===== config.mk =====
export PLATFORM = sky130hd
export DESIGN_NAME = csg_regbuf
export DESIGN_NICKNAME = d
export VERILOG_FILES = /design/src/rtl/csg_pkg.sv /design/src/rtl/csg_gate_ctl.sv /design/src/rtl/csg_data_bank.sv /design/src/rtl/csg_ctrl_bank.sv /design/src/rtl/csg_regbuf.sv
export SDC_FILE = /design/constraint.sdc
export NUM_CORES = 1
export LEC_CHECK = 0
export BUFFER_PORTS_ARGS = -buffer_cell sky130_fd_sc_hd__buf_2
export CAP_MARGIN = 10
export CORE_ASPECT_RATIO = 1.25
export CORE_MARGIN = 2
export CORE_UTILIZATION = 38
export DETAILED_ROUTE_END_ITERATION = 16
export GPL_ROUTABILITY_DRIVEN = 0
export MAX_ROUTING_LAYER = met4
export PLACE_DENSITY = 0.76
export SLEW_MARGIN = 20
export SYNTH_ARGS = -nofsm -noshare
export SYNTH_HDL_FRONTEND = slang
export SYNTH_HIERARCHICAL = 1
export SYNTH_SLANG_ARGS = --single-unit

===== constraint.sdc =====
create_clock -name clk -period 0.8 [get_ports clk]
set_input_delay 0 -clock clk [delete_from_list [all_inputs] [get_ports clk]]
set_output_delay 0 -clock clk [all_outputs]
set_load 0.005 [all_outputs]

===== src/rtl/csg_pkg.sv =====
package csg_pkg;

    localparam int DATA_W  = 22;
    localparam int NUM_CS  = 2;
    localparam int NUM_CKE = 2;
    localparam int NUM_ODT = 2;
    localparam int CTRL_W  = NUM_CS + NUM_CKE + NUM_ODT;

    typedef struct packed {
        logic [NUM_CS-1:0]  cs_n;
        logic [NUM_CKE-1:0] cke;
        logic [NUM_ODT-1:0] odt;
    } ctrl_t;

    typedef enum logic {
        LOAD_HOLD = 1'b0,
        LOAD_TAKE = 1'b1
    } load_e;

    // Data loads unless gating is active and no chip select is asserted.
    function automatic load_e load_decision(input logic gate_en,
                                            input logic [NUM_CS-1:0] cs_n);
        if (gate_en && (&cs_n))
            return LOAD_HOLD;
        return LOAD_TAKE;
    endfunction

endpackage


===== src/rtl/csg_gate_ctl.sv =====
module csg_gate_ctl
    import csg_pkg::*;
(
    input  logic              gate_en,
    input  logic [NUM_CS-1:0] cs_n,
    output logic              load_en
);

    load_e decision;

    always_comb begin
        decision = load_decision(gate_en, cs_n);
        load_en  = (decision == LOAD_TAKE);
    end

endmodule


===== src/rtl/csg_data_bank.sv =====
module csg_data_bank #(
    parameter int WIDTH = 22
) (
    input  logic             clk,
    input  logic             rst_n,
    input  logic             load_en,
    input  logic [WIDTH-1:0] d,
    output logic [WIDTH-1:0] q_a,
    output logic [WIDTH-1:0] q_b
);

    for (genvar ch = 0; ch < WIDTH; ch++) begin : g_chan
        logic bit_a;
        logic bit_b;

        always_ff @(posedge clk or negedge rst_n) begin
            if (!rst_n) begin
                bit_a <= 1'b0;
                bit_b <= 1'b0;
            end else if (load_en) begin
                bit_a <= d[ch];
                bit_b <= d[ch];
            end
        end

        assign q_a[ch] = bit_a;
        assign q_b[ch] = bit_b;
    end

    p_reset_clear_r1: assert property (@(posedge clk)
        !rst_n |-> (q_a == '0 && q_b == '0));

    p_copy_match_r2: assert property (@(posedge clk) disable iff (!rst_n)
        q_a == q_b);

    p_load_follow_r3: assert property (@(posedge clk) disable iff (!rst_n)
        load_en |=> q_a == $past(d));

    p_gated_hold_r5: assert property (@(posedge clk) disable iff (!rst_n)
        !load_en |=> ($stable(q_a) && $stable(q_b)));

endmodule


===== src/rtl/csg_ctrl_bank.sv =====
module csg_ctrl_bank
    import csg_pkg::*;
(
    input  logic  clk,
    input  logic  rst_n,
    input  ctrl_t ctrl_d,
    output ctrl_t ctrl_a,
    output ctrl_t ctrl_b
);

    always_ff @(posedge clk or negedge rst_n) begin
        if (!rst_n) begin
            ctrl_a <= '0;
            ctrl_b <= '0;
        end else begin
            ctrl_a <= ctrl_d;
            ctrl_b <= ctrl_d;
        end
    end

    p_ctrl_reset_r1: assert property (@(posedge clk)
        !rst_n |-> (ctrl_a == '0 && ctrl_b == '0));

    p_ctrl_follow_r6: assert property (@(posedge clk) disable iff (!rst_n)
        1'b1 |=> (ctrl_a == $past(ctrl_d) && ctrl_b == $past(ctrl_d)));

endmodule


===== src/rtl/csg_regbuf.sv =====
module csg_regbuf
    import csg_pkg::*;
#(
    parameter int DW = DATA_W
) (
    input  logic              clk,
    input  logic              rst_n,
    input  logic [DW-1:0]     data_i,
    input  logic [NUM_CS-1:0] cs_n_i,
    input  logic [NUM_CKE-1:0] cke_i,
    input  logic [NUM_ODT-1:0] odt_i,
    input  logic              gate_en_i,
    output logic [DW-1:0]     data_a_o,
    output logic [DW-1:0]     data_b_o,
    output logic [NUM_CS-1:0] cs_a_o,
    output logic [NUM_CS-1:0] cs_b_o,
    output logic [NUM_CKE-1:0] cke_a_o,
    output logic [NUM_CKE-1:0] cke_b_o,
    output logic [NUM_ODT-1:0] odt_a_o,
    output logic [NUM_ODT-1:0] odt_b_o
);

    logic  load_en;
    ctrl_t ctrl_in;
    ctrl_t ctrl_qa;
    ctrl_t ctrl_qb;

    csg_gate_ctl u_gate (
        .gate_en (gate_en_i),
        .cs_n    (cs_n_i),
        .load_en (load_en)
    );

    csg_data_bank #(.WIDTH(DW)) u_data (
        .clk     (clk),
        .rst_n   (rst_n),
        .load_en (load_en),
        .d       (data_i),
        .q_a     (data_a_o),
        .q_b     (data_b_o)
    );

    always_comb begin
        ctrl_in.cs_n = cs_n_i;
        ctrl_in.cke  = cke_i;
        ctrl_in.odt  = odt_i;
    end

    csg_ctrl_bank u_ctrl (
        .clk    (clk),
        .rst_n  (rst_n),
        .ctrl_d (ctrl_in),
        .ctrl_a (ctrl_qa),
        .ctrl_b (ctrl_qb)
    );

    assign cs_a_o  = ctrl_qa.cs_n;
    assign cs_b_o  = ctrl_qb.cs_n;
    assign cke_a_o = ctrl_qa.cke;
    assign cke_b_o = ctrl_qb.cke;
    assign odt_a_o = ctrl_qa.odt;
    assign odt_b_o = ctrl_qb.odt;

    // an asserted chip select opens the data path even with gating on.
    p_select_loads_r4: assert property (@(posedge clk) disable iff (!rst_n)
        (gate_en_i && !(&cs_n_i)) |=> data_a_o == $past(data_i));

endmodule


# After elaboration in Yosys (flattened, before gate mapping)
# Cells that the tools add are included.
[op_classes] mux=3 n_reduce_logical=2
[op_table] operator="$mux W1" n=3
[op_table] operator="$reduce_and A2 Y1" n=1
[op_table] operator="$logic_and A1 B1 Y1" n=1
[word_totals] in_bits=31 out_inout_bits=56 elab_cells=30 regBits=28

# Logic depth before layout (Yosys ltp)
[depth] ltp_word=4 depth_mapped=3

# Modules after synthesis
# Netlist, hierarchy kept.
[modules_own_cells] mod="csg_data_bank" n_inst=1 cells_each=90 area_each_um2=1151.1 seq_area_each_um2=550.5
[modules_own_cells] mod="csg_ctrl_bank" n_inst=1 cells_each=12 area_each_um2=195.2 seq_area_each_um2=150.1
[modules_own_cells] mod="csg_gate_ctl" n_inst=1 cells_each=1 area_each_um2=5.0 seq_area_each_um2=0.0

# Worst setup path before layout
# Ideal clock, no wire load.
[synth_path] path_kind="input port to flip-flop" startpoint="input port cs_n_i[0]" endpoint="register u_data.g_chan[10].bit_a" arrival_ns=0.642 setup_time_ns=0.125 path_buffers=1 path_slack_ns=0.033 path_stages=3 path_cell_list="nand3_1 -> buf_6 -> mux2_2"
[synth_between] elab_chain_len=4
[synth_rtl] item="from (decl)" line_no="csg_regbuf.sv:9" source="input logic [NUM_CS-1:0] cs_n_i,"
[synth_rtl] item="$reduce_and A2 Y1" line_no="csg_pkg.sv:23" source="if (gate_en && (&cs_n))"
[synth_rtl] item="$logic_and A1 B1 Y1" line_no="csg_pkg.sv:23"
[synth_rtl] item="$mux W1" line_no="csg_pkg.sv:23"
[synth_rtl] item="$mux W1" line_no="csg_pkg.sv:25" source="return LOAD_TAKE;"
[synth_rtl] item="to (signal assigned)" line_no="csg_data_bank.sv:21" source="bit_a <= d[ch];"
[synth_rtl] item="to (decl)" line_no="csg_data_bank.sv:13" source="logic bit_a;"
# Every way passes these cells.
# A chain may end at the register's enable or synchronous reset.

==> results.json <==
{
  "status": "finished, violations left",
  "violations": "negative setup slack",
  "ys_top_cells_by_area": "dfrtp_1 (52%), buf_4 (28%), mux2_2 (18%)",
  "synth_top_area_share_pct": 51.9,
  "num_antenna_cells": 0,
  "crit_arrival_ns": 0.81,
  "wl_per_cell_um": 11.8,
  "fin_cells": 212,
  "post-route-period-util_pct": 101,
  "cts_made_buffers": 3,
  "drt_iter0_drc": 10,
  "postPlaceCellArea_um2": 1490,
  "final.fill_count": 280,
  "dieWidth_um": 57.3,
  "yosys.area.top_type": "dfrtp_1",
  "cp_cell_sequence": "buf_2",
  "grt_usage_pct": 12.9,
  "grt_pass1_vias": 886,
  "p_clk_share_pct": 28.6,
  "port_buffers": 86,
  "place_inst": 180,
  "grt_setup_unrepaired": "yes",
  "synth_area_um2": 1350,
  "cts_tree": "done",
  "htreeDepth": 1,
  "die-area_um2": 4050,
  "drv_cap": 0,
  "grt_max_degree": 18,
  "viasPerCell": 4.25,
  "min_path_type": "in -> async",
  "numClockSinks": 28,
  "fin_skew_ns": 0,
  "grt_pass1_wl_mm": 4.00,
  "cp_num_buf_inv": 1,
  "synth_cells": 103,
  "critPathMaxStageDelay_ns": 0.41,
  "yosys_warnings": 6,
  "clk_pin_slew_ns": 0.10,
  "crit_path_start_kind": "flop",
  "drc": 0,
  "synthesis.nets": 134,
  "p_sw_share_pct": 22.3,
  "fin_ws_ns": -0.00778,
  "irDropWorstVdd_mv": 1.06,
  "dp_hpwl_mm": 1.64,
  "reg2reg_slack_ns": 0.01,
  "hold_viol": 0,
  "worstMarginPinSlew_ns": 0.321,
  "fin_crit_ns": 0.808,
  "synth_area_per_cell_um2": 13.1,
  "ys_types": 5,
  "tns_ns": -0.0393,
  "clk_latency_ns": 0.26,
  "vias": 900,
  "r2r_start": "u_data/g_chan[3].bit_b",
  "p_leak_nw": 0.937,
  "ant_nets": 0,
  "ys_ff_latch": 28,
  "antenna_found_initial": 0,
  "final_area_um2": 1830,
  "end_kind": "output port",
  "wirelength_mm": 2.50,
  "r2r_end": "u_data/g_chan[3].bit_b",
  "path_class": "reg -> out",
  "drtPass1Iterations": 4,
  "seq_area_frac_synth_pct": 51.9,
  "pin_count": 87,
  "slew_headroom_pct": 78.6,
  "seqPwrFrac_pct": 52.9,
  "maxSlewViolCount": 0,
  "globalRouteOverflowTotal": 0,
  "critPathLaunch": "u_data/g_chan[13].bit_b",
  "max_freq_mhz": 1240,
  "fin_nets": 205,
  "powerDensity_nw_per_um2": 1620,
  "reg2regPathDepth": 1,
  "cts_max_path_buffers": 2,
  "cts-root-buf": "clkbuf_8",
  "area_growth_pct": 35.4,
  "critPathTopFamily": "flip-flops",
  "rows": 24,
  "critPathRequiredTime_ns": 0.80,
  "cp_slowest_cell": "dfrtp_1",
  "comb_power_share_pct": 18.5,
  "drive_gt1_share_pct": 66.5,
  "start_util_pct": 39.1,
  "fp.dieH_um": 70.7,
  "cp_max_fo": 3,
  "coreArea_um2": 3450,
  "finalSetupViolations": 11,
  "intPower_w": 0.00231,
  "p_switching_w": 0.000663
}
## how the worst max path moves through the flow
stage | slack, ns | depth (start not counted) | endpoint
after floorplan | 0.03 | 3 | u_data/g_chan[10].bit_a
after global placement | -0.08 | 4 | u_data/g_chan[4].bit_b
after detailed placement | -0.11 | 4 | u_data/g_chan[18].bit_a
after CTS | -0.02 | 1 | data_b_o[11]
after global routing | -0.05 | 1 | data_a_o[13]
final | -0.008 | 1 | data_a_o[13]
## layout by cell type (no fill, tap or decap), drive strengths merged
cell type and n:
buf 89, dfrtp 28, mux2 22, clkbuf 4, nand3 1, dlygate4sd3 29
## final cells by class
type,instances,area (um2),share of cell area [%]
repair buffers,118,768,42.0
flip-flops and latches,28,701,38.3
multi-input cells,23,256,14.0
clock buffers,4,55.1,3.01
well taps,39,48.8,2.67
## flip-flops by register name (all words and copies together) (netlist names)
name                 flops
u_ctrl/ctrl_b            2
u_ctrl/ctrl_a            4
u_data/g_chan.bit_a      9
u_data/g_chan.bit_b     13
## cells in the mapped netlist (all sizes together)
| library cell | count |
|---|---|
| nand3 | 1 |
| dfrtp | 28 |
| buf | 52 |
| mux2 | 22 |
## power groups by stage
stage,Sequential [W],Clock [W],Combinational (W)
global route,0.00159,0.000939,0.000599
finish,0.00157,0.000851,0.000550
floorplan,0.00159,0,0.000377
detailed placement,0.00160,0,0.000449
global placement,0.00159,0,0.000441
CTS,0.00157,0.000883,0.000550
## repair_timing
item,CTS,global route
resized for setup,0,1
hold buffers,29,0
setup buffers,0,0
endpoints found under the hold margin,56,0
endpoints found under the setup margin,34,55
## through the flow
step	util [%]	setup slack, ns	power [W]	hold slack [ns]
floorplan	-	0.0329	0.00197	-0.296
global placement	43.1	-0.0846	0.00203	-0.0925
detailed placement	43.1	-0.105	0.00205	-0.0831
CTS	52.9	-0.0162	0.00300	0.157
global route	53.0	-0.0541	0.00313	0.167
finish	53.0	-0.00778	0.00297	0.147
## routing by layer
| metal | GRT usage [%] | routed length [um] | vias up |
|---|---|---|---|
| met1 | 14.4 | 940 | 425 |
| li1 | - | - | 421 |
| met3 | 1.83 | 212 | 2 |
| met4 | 4.65 | 19 | 0 |
| met5 | - | 0 | - |
| met2 | 23.2 | 1330 | 52 |
## cells by family (layout without fill, tap and decap cells)
kind of cell | Yosys count | count (layout) | synth area share (%)
buffers and inverters | 52 | 122 | 29.4
AND/OR/NAND/NOR | 1 | 1 | 0.370
multiplexers | 22 | 22 | 18.3
flip-flops | 28 | 28 | 51.9
Power figures use the tool's default switching activity.
